==> src/rtl/cartbank_pkg.sv <==
package cartbank_pkg;
  localparam int OFFSET_BITS   = 13;
  localparam int ADDR_LINES    = 16;
  localparam int MAX_ADDR_BANK = 12;
  localparam int EXT_BITS      = 2;
  localparam int LOW_BANK_LINE = 14;
  localparam int FIRST_LINE    = 3;

  function automatic int total_bank_bits(input int addr_bits, input int ext);
    return addr_bits + (ext != 0 ? EXT_BITS : 0);
  endfunction
endpackage

==> src/rtl/cartbank_strobe_trk.sv <==
module cartbank_strobe_trk
  import cartbank_pkg::*;
(
  input  logic                 clk,
  input  logic                 rst,
  input  logic                 win_sel,
  input  logic                 wr_strobe,
  input  logic [0:ADDR_LINES-1] host_addr,
  input  logic [EXT_BITS-1:0]  host_data_lo,
  output logic                 commit,
  output logic [FIRST_LINE:LOW_BANK_LINE] cap_lines,
  output logic [EXT_BITS-1:0]  cap_data
);
  logic armed_q;

  always_ff @(posedge clk) begin
    if (rst) begin
      armed_q   <= 1'b0;
      cap_lines <= '0;
      cap_data  <= '0;
    end else if (win_sel && wr_strobe) begin
      armed_q   <= 1'b1;
      cap_lines <= host_addr[FIRST_LINE:LOW_BANK_LINE];
      cap_data  <= host_data_lo;
    end else if (!wr_strobe) begin
      armed_q   <= 1'b0;
    end
  end

  // trailing edge of an armed strobe
  assign commit = armed_q && !wr_strobe;
endmodule

==> src/rtl/cartbank_bank_reg.sv <==
module cartbank_bank_reg
  import cartbank_pkg::*;
#(
  parameter int BANK_BITS = 12,
  parameter int DATA_EXT  = 1,
  parameter int TOTAL     = total_bank_bits(BANK_BITS, DATA_EXT),
  parameter logic [TOTAL-1:0] MASK = '1
) (
  input  logic                 clk,
  input  logic                 rst,
  input  logic                 commit,
  input  logic [FIRST_LINE:LOW_BANK_LINE] cap_lines,
  input  logic [EXT_BITS-1:0]  cap_data,
  output logic [TOTAL-1:0]     bank_q
);
  logic [TOTAL-1:0] raw_bank;

  genvar g;
  generate
    for (g = 0; g < BANK_BITS; g++) begin : g_line
      assign raw_bank[g] = cap_lines[LOW_BANK_LINE - g];
    end
    if (DATA_EXT != 0) begin : g_ext
      assign raw_bank[BANK_BITS +: EXT_BITS] = cap_data;
    end else begin : g_noext
      logic unused_ext;
      assign unused_ext = ^cap_data;
    end
    if (BANK_BITS < MAX_ADDR_BANK) begin : g_spare
      logic unused_lines;
      assign unused_lines = ^cap_lines[FIRST_LINE:LOW_BANK_LINE-BANK_BITS];
    end
  endgenerate

  always_ff @(posedge clk) begin
    if (rst) bank_q <= '0;
    else if (commit) bank_q <= raw_bank & MASK;
  end
endmodule

==> src/rtl/cartbank_addr_out.sv <==
module cartbank_addr_out
  import cartbank_pkg::*;
#(
  parameter int TOTAL = 14
) (
  input  logic                        clk,
  input  logic                        rst,
  input  logic                        win_sel,
  input  logic                        wr_strobe,
  input  logic [TOTAL-1:0]            bank_q,
  input  logic [OFFSET_BITS-1:0]      offset,
  output logic [TOTAL+OFFSET_BITS-1:0] mem_addr,
  output logic                        mem_rd_en
);
  always_ff @(posedge clk) begin
    if (rst) begin
      mem_addr  <= '0;
      mem_rd_en <= 1'b0;
    end else begin
      mem_addr  <= {bank_q, offset};
      mem_rd_en <= win_sel && !wr_strobe;
    end
  end
endmodule

==> src/rtl/cartbank_top.sv <==
module cartbank_top
  import cartbank_pkg::*;
#(
  parameter int BANK_BITS = 12,
  parameter int DATA_EXT  = 1,
  parameter logic [MAX_ADDR_BANK+EXT_BITS-1:0] BANK_MASK = '1,
  localparam int TOTAL_BITS = total_bank_bits(BANK_BITS, DATA_EXT),
  localparam int MEM_AW     = OFFSET_BITS + TOTAL_BITS
) (
  input  logic              clk,
  input  logic              rst,
  input  logic              win_sel,
  input  logic              wr_strobe,
  input  logic [0:15]       host_addr,
  input  logic [7:0]        host_data,
  output logic [MEM_AW-1:0] mem_addr,
  output logic              mem_rd_en
);
  logic                           commit;
  logic [FIRST_LINE:LOW_BANK_LINE] cap_lines;
  logic [EXT_BITS-1:0]            cap_data;
  logic [TOTAL_BITS-1:0]          bank_q;
  logic                           unused_pins;

  // lines 0..2 are absent at the port; high data bits never bank
  assign unused_pins = ^{host_addr[0:FIRST_LINE-1], host_data[7:EXT_BITS]};

  cartbank_strobe_trk u_trk (
    .clk          (clk),
    .rst          (rst),
    .win_sel      (win_sel),
    .wr_strobe    (wr_strobe),
    .host_addr    (host_addr),
    .host_data_lo (host_data[EXT_BITS-1:0]),
    .commit       (commit),
    .cap_lines    (cap_lines),
    .cap_data     (cap_data)
  );

  cartbank_bank_reg #(
    .BANK_BITS (BANK_BITS),
    .DATA_EXT  (DATA_EXT),
    .TOTAL     (TOTAL_BITS),
    .MASK      (BANK_MASK[TOTAL_BITS-1:0])
  ) u_bank (
    .clk       (clk),
    .rst       (rst),
    .commit    (commit),
    .cap_lines (cap_lines),
    .cap_data  (cap_data),
    .bank_q    (bank_q)
  );

  cartbank_addr_out #(
    .TOTAL (TOTAL_BITS)
  ) u_out (
    .clk       (clk),
    .rst       (rst),
    .win_sel   (win_sel),
    .wr_strobe (wr_strobe),
    .bank_q    (bank_q),
    .offset    (host_addr[FIRST_LINE:ADDR_LINES-1]),
    .mem_addr  (mem_addr),
    .mem_rd_en (mem_rd_en)
  );
endmodule

==> config.mk <==
export PLATFORM = sky130hd
export DESIGN_NAME = cartbank_top
export DESIGN_NICKNAME = d
export VERILOG_FILES = /design/src/rtl/cartbank_pkg.sv /design/src/rtl/cartbank_strobe_trk.sv /design/src/rtl/cartbank_bank_reg.sv /design/src/rtl/cartbank_addr_out.sv /design/src/rtl/cartbank_top.sv
export SDC_FILE = /design/constraint.sdc
export NUM_CORES = 1
export LEC_CHECK = 0
export BUFFER_PORTS_ARGS = -buffer_cell sky130_fd_sc_hd__buf_2
export CELL_PAD_IN_SITES_DETAIL_PLACEMENT = 1
export CELL_PAD_IN_SITES_GLOBAL_PLACEMENT = 1
export CORE_ASPECT_RATIO = 1.75
export CORE_UTILIZATION = 43
export DETAILED_ROUTE_END_ITERATION = 12
export PLACE_DENSITY_LB_ADDON = 0.05
export SYNTH_ARGS = -nofsm -noshare
export SYNTH_HDL_FRONTEND = slang
export SYNTH_HIERARCHICAL = 1
export SYNTH_SLANG_ARGS = --single-unit
==> constraint.sdc <==
create_clock -name clk -period 2.75 [get_ports clk]
set_input_delay 0.1375 -clock clk [delete_from_list [all_inputs] [get_ports clk]]
set_output_delay 0.1375 -clock clk [all_outputs]
set_load 0.02 [all_outputs]
==> results.rst <==
.. list-table::
   :header-rows: 1

   * - Metric
     - Value
   * - Core ar.
     - between 4000 and 5000 um2
   * - Worst setup skew after layout
     - about 0.0032 ns
   * - Critical Path Stages
     - 4
   * - Setup Viol. Count Final
     - 0
   * - Count of hold buffers inserted by post-cts repair
     - 0
   * - Num Clock Sinks
     - 57
   * - CTS buffer count
     - 9
   * - Die area
     - 5050 um2
   * - Setup Fix Bufs, Post-CTS
     - 0
   * - Initial antenna violation count
     - 0
   * - First-pass detailed-route iteration total
     - 4
   * - Synth area leader
     - sky130_fd_sc_hd__dfxtp_1
   * - Dominant cells by area after synthesis
     - sky130_fd_sc_hd__dfxtp_1 56%, sky130_fd_sc_hd__a21bo_1 6.9%, sky130_fd_sc_hd__mux2i_1 6.9%, sky130_fd_sc_hd__nor2b_1 6.1%, sky130_fd_sc_hd__nand3_2 4.9%
   * - Post-placement cell area
     - 2240 um2
   * - Via count of the first global-routing pass
     - ~1400
   * - Arrival time reported for the critical path endpoint
     - ~1.8 ns
   * - Met2 Usage GRT
     - 0.291
   * - Worst setup slack before clock tree synthesis
     - around 1 ns
   * - Classification of the worst setup path
     - reg -> reg
   * - Clock slew at reported path FFs
     - about 0.060 ns
   * - XOR/XNOR Fraction of Synth Area
     - 0
   * - CP max stage delay
     - between 0.4 and 0.5 ns
   * - Fin. Hold Viols
     - 0
   * - DR vias
     - 1319
   * - X dimension of the die
     - 54.1 um
   * - Final estimated routing congestion in global placement
     - 0.672
   * - Data required time of the worst path
     - between 2 and 3 ns
   * - Average wire per standard cell
     - 14.3 um
   * - Post-synthesis share of cell area spent on and, or, nand and nor gates
     - 0.194
   * - Final layout net count
     - ~250
   * - Number of violations of the max-capacitance limit
     - 0
   * - Most instantiated flip-flop cell in the synthesis netlist
     - sky130_fd_sc_hd__dfxtp_1
   * - Internal reg-to-reg setup slack
     - between 1 and 1.5 ns
   * - GRT met3 Usage
     - 0.0667
   * - Final antenna diode count
     - 0
   * - H-tree depth
     - 3
   * - Pins over their slew limit
     - 0
   * - Endpoint of the worst register-to-register path
     - u_bank/bank_q[8]
   * - Worst min-delay path startpoint
     - host_addr[15]
   * - Half-perimeter wire length after detailed placement
     - between 2000 and 3000 um
   * - Post-synth ARST share
     - 0
   * - CP bufs+invs
     - 1
   * - Slew @ Worst Pin
     - between 0.7 and 0.8 ns
   * - Global-route wire length before repair
     - ~6500 um
   * - DRC violations left
     - 0
   * - Worst setup margin
     - ~1.2 ns
   * - Family with the most delay on the worst path
     - simple AND/OR/NAND/NOR gates
   * - Clock latency of the later-clocked register in the worst-skew pair
     - roughly 0.32 ns
   * - Count of standard-cell rows
     - 32
   * - Area share of the leading cell type in the synthesized netlist
     - 0.558
   * - Post-synth EDFFs
     - 0
   * - PostCTS Resize Cnt
     - 0
   * - Detailed Route Iter0 Violations
     - 14
   * - Chip Height
     - approximately 93 um
   * - Starting utilization of the core area
     - 0.456
   * - Post-synthesis to final-layout area growth
     - 20.6%
   * - Final period utilization
     - 0.558
   * - Number of distinct library cells after synthesis
     - 16
   * - DR vias/cell
     - slightly below 5
   * - Synthesized Nets
     - about 200
   * - Slew headroom
     - 0.473
   * - Number of cells traversed by the worst register-to-register path
     - 4
   * - Worst setup endpoint
     - u_bank/bank_q[8]
   * - Post-synthesis share of cell area spent on full adders, half adders and majority gates
     - 0
   * - GR Util met1
     - 0.209
   * - Area of the mapped netlist
     - slightly above 2000 um2
   * - Crit path capture type
     - flip-flop
   * - Worst path slowest cell
     - sky130_fd_sc_hd__nor2b_2
   * - Share of the synthesized area in compound gates (AO/OA/AOI/OAI)
     - 0.121
   * - Clk buf depth
     - 2
   * - Fmax achieved
     - between 600 and 700 MHz
   * - Clock root cell
     - sky130_fd_sc_hd__clkbuf_8
   * - Post-Route Setup TNS
     - 0 ns
   * - Number of placed I/O pins
     - 56
   * - Cells after Synth
     - 170
   * - Type of element launching the critical path
     - flip-flop
   * - Largest net degree at the start of global routing
     - 46
   * - Power per Cell Area
     - roughly 750 nW/um2
   * - Warnings, synthesis
     - 6
   * - GRT Total Usage
     - 0.186
   * - Flip-flop and latch count after synthesis
     - 57
   * - Number of buffer cells added on primary ports
     - 46
   * - Main combinational cell family by area after synthesis
     - simple AND/OR/NAND/NOR gates
   * - Worst IR Drop VDD
     - between 0.0005 and 0.0006 V
   * - Final non-filler cell area
     - around 2500 um2
   * - Fraction of final layout cells sized beyond drive strength 1
     - 0.428
   * - Post-route ant nets
     - 0
   * - HP Class
     - in -> reg
   * - Total routed wirelength
     - between 3000 and 4000 um
   * - Post-Syn Area per Cell
     - 12.0 um2
   * - Fraction of synthesized area in multiplexers
     - 0.0685
   * - List of cells traversed by the critical path
     - nor2b_2, buf_4, mux2i_1, nor2_1
   * - FF-to-FF Start
     - u_trk/armed_q
   * - Busiest layer in global routing
     - met2
   * - GR Overflow Total
     - 0
   * - Critical path launch point
     - u_trk/armed_q
   * - Commonest cells in the synthesized netlist
     - 57 x sky130_fd_sc_hd__dfxtp_1, 20 x sky130_fd_sc_hd__nor2b_1, 15 x sky130_fd_sc_hd__nor2_1
   * - Leak Pwr
     - 1.05 nW
   * - Clock tree from TritonCTS
     - built
   * - Post-layout min period
     - 1.53 ns
   * - Setup repair after global routing missed its margin
     - no
   * - Largest fanout on the critical path
     - 8
   * - Share of the yosys chip area belonging to registers
     - 0.558
   * - Most used standard cell by instance count after synthesis
     - sky130_fd_sc_hd__dfxtp_1
   * - Result of the run
     - completed
-- state kept, by name, indices dropped and copies added, names as in the netlist --
register and count:
u_bank/bank_q 14, u_out/mem_addr 27, u_out/mem_rd_en 1, u_trk/armed_q 1, u_trk/cap_data 2, u_trk/cap_lines 12
-- cell type report --
class	count	area (um2)
fillers	496	2020
flip-flops and latches	57	1140
multi-input cells	101	787
repair buffers	48	245
clock buffers	11	151
clock inverters	5	77.6
well taps	51	63.8
-- worst register-to-register path: stages (launching register included) --
cell	delay, ns
sky130_fd_sc_hd__dfxtp_1	0.32
sky130_fd_sc_hd__nor2b_2	0.49
sky130_fd_sc_hd__buf_4	0.30
sky130_fd_sc_hd__mux2i_1	0.23
sky130_fd_sc_hd__nor2_1	0.07
-- layer usage --
| metal | up-vias | share of wire |
|---|---|---|
| met5 | - | 0 |
| met4 | 0 | 0.020 |
| met3 | 6 | 0.047 |
| met2 | 34 | 0.52 |
| met1 | 622 | 0.41 |
| li1 | 657 | - |
-- per-stage QoR --
step | total power [mW] | cells | hold slack (ns) | utilization
2_1_floorplan | 0.961 | 170 | 0.207 | -
3_3_place_gp | 0.987 | 257 | 0.359 | 0.499
3_5_place_dp | 0.994 | 257 | 0.371 | 0.499
4_1_cts | 1.87 | 273 | 0.0226 | 0.550
5_1_grt | 1.92 | 273 | 0.0175 | 0.550
6_report | 1.85 | 273 | 0.0363 | 0.550
-- power by group --
part           switching (mW)  internal [mW]  leakage, nW
logic                  0.0709         0.0465        0.471
clock network           0.316          0.556        0.115
registers             0.00801          0.849        0.465
total                   0.395           1.45         1.05
-- how the worst min path moves through the flow --
stage                              endpoint  slack [ns]  depth (start not counted)
after CTS                 u_out/mem_addr[0]        0.02                          2
after global placement    u_out/mem_addr[0]        0.36                          2
final                     u_out/mem_addr[0]        0.04                          2
after detailed placement  u_out/mem_addr[0]        0.37                          2
after global routing      u_out/mem_addr[0]        0.02                          2
after floorplan           u_trk/cap_data[1]        0.21                          1
-- logic make-up after synthesis --
kind of cell,count (synthesis)
buf+inv,12
compound gates,28
flops,57
simple gates,59
mux,14
-- placed cells by master (no fill, tap or decap), drive strengths merged --
cell,n
a21bo,14
dfxtp,57
clkinvlp,1
mux2i,14
nor3b,2
nor2b,20
buf,48
clkinv,2
nor2,15
and2b,8
clkbuf,11
nand3,14
bufinv,2
a21oi,14
(Power assumes the default switching activity.)
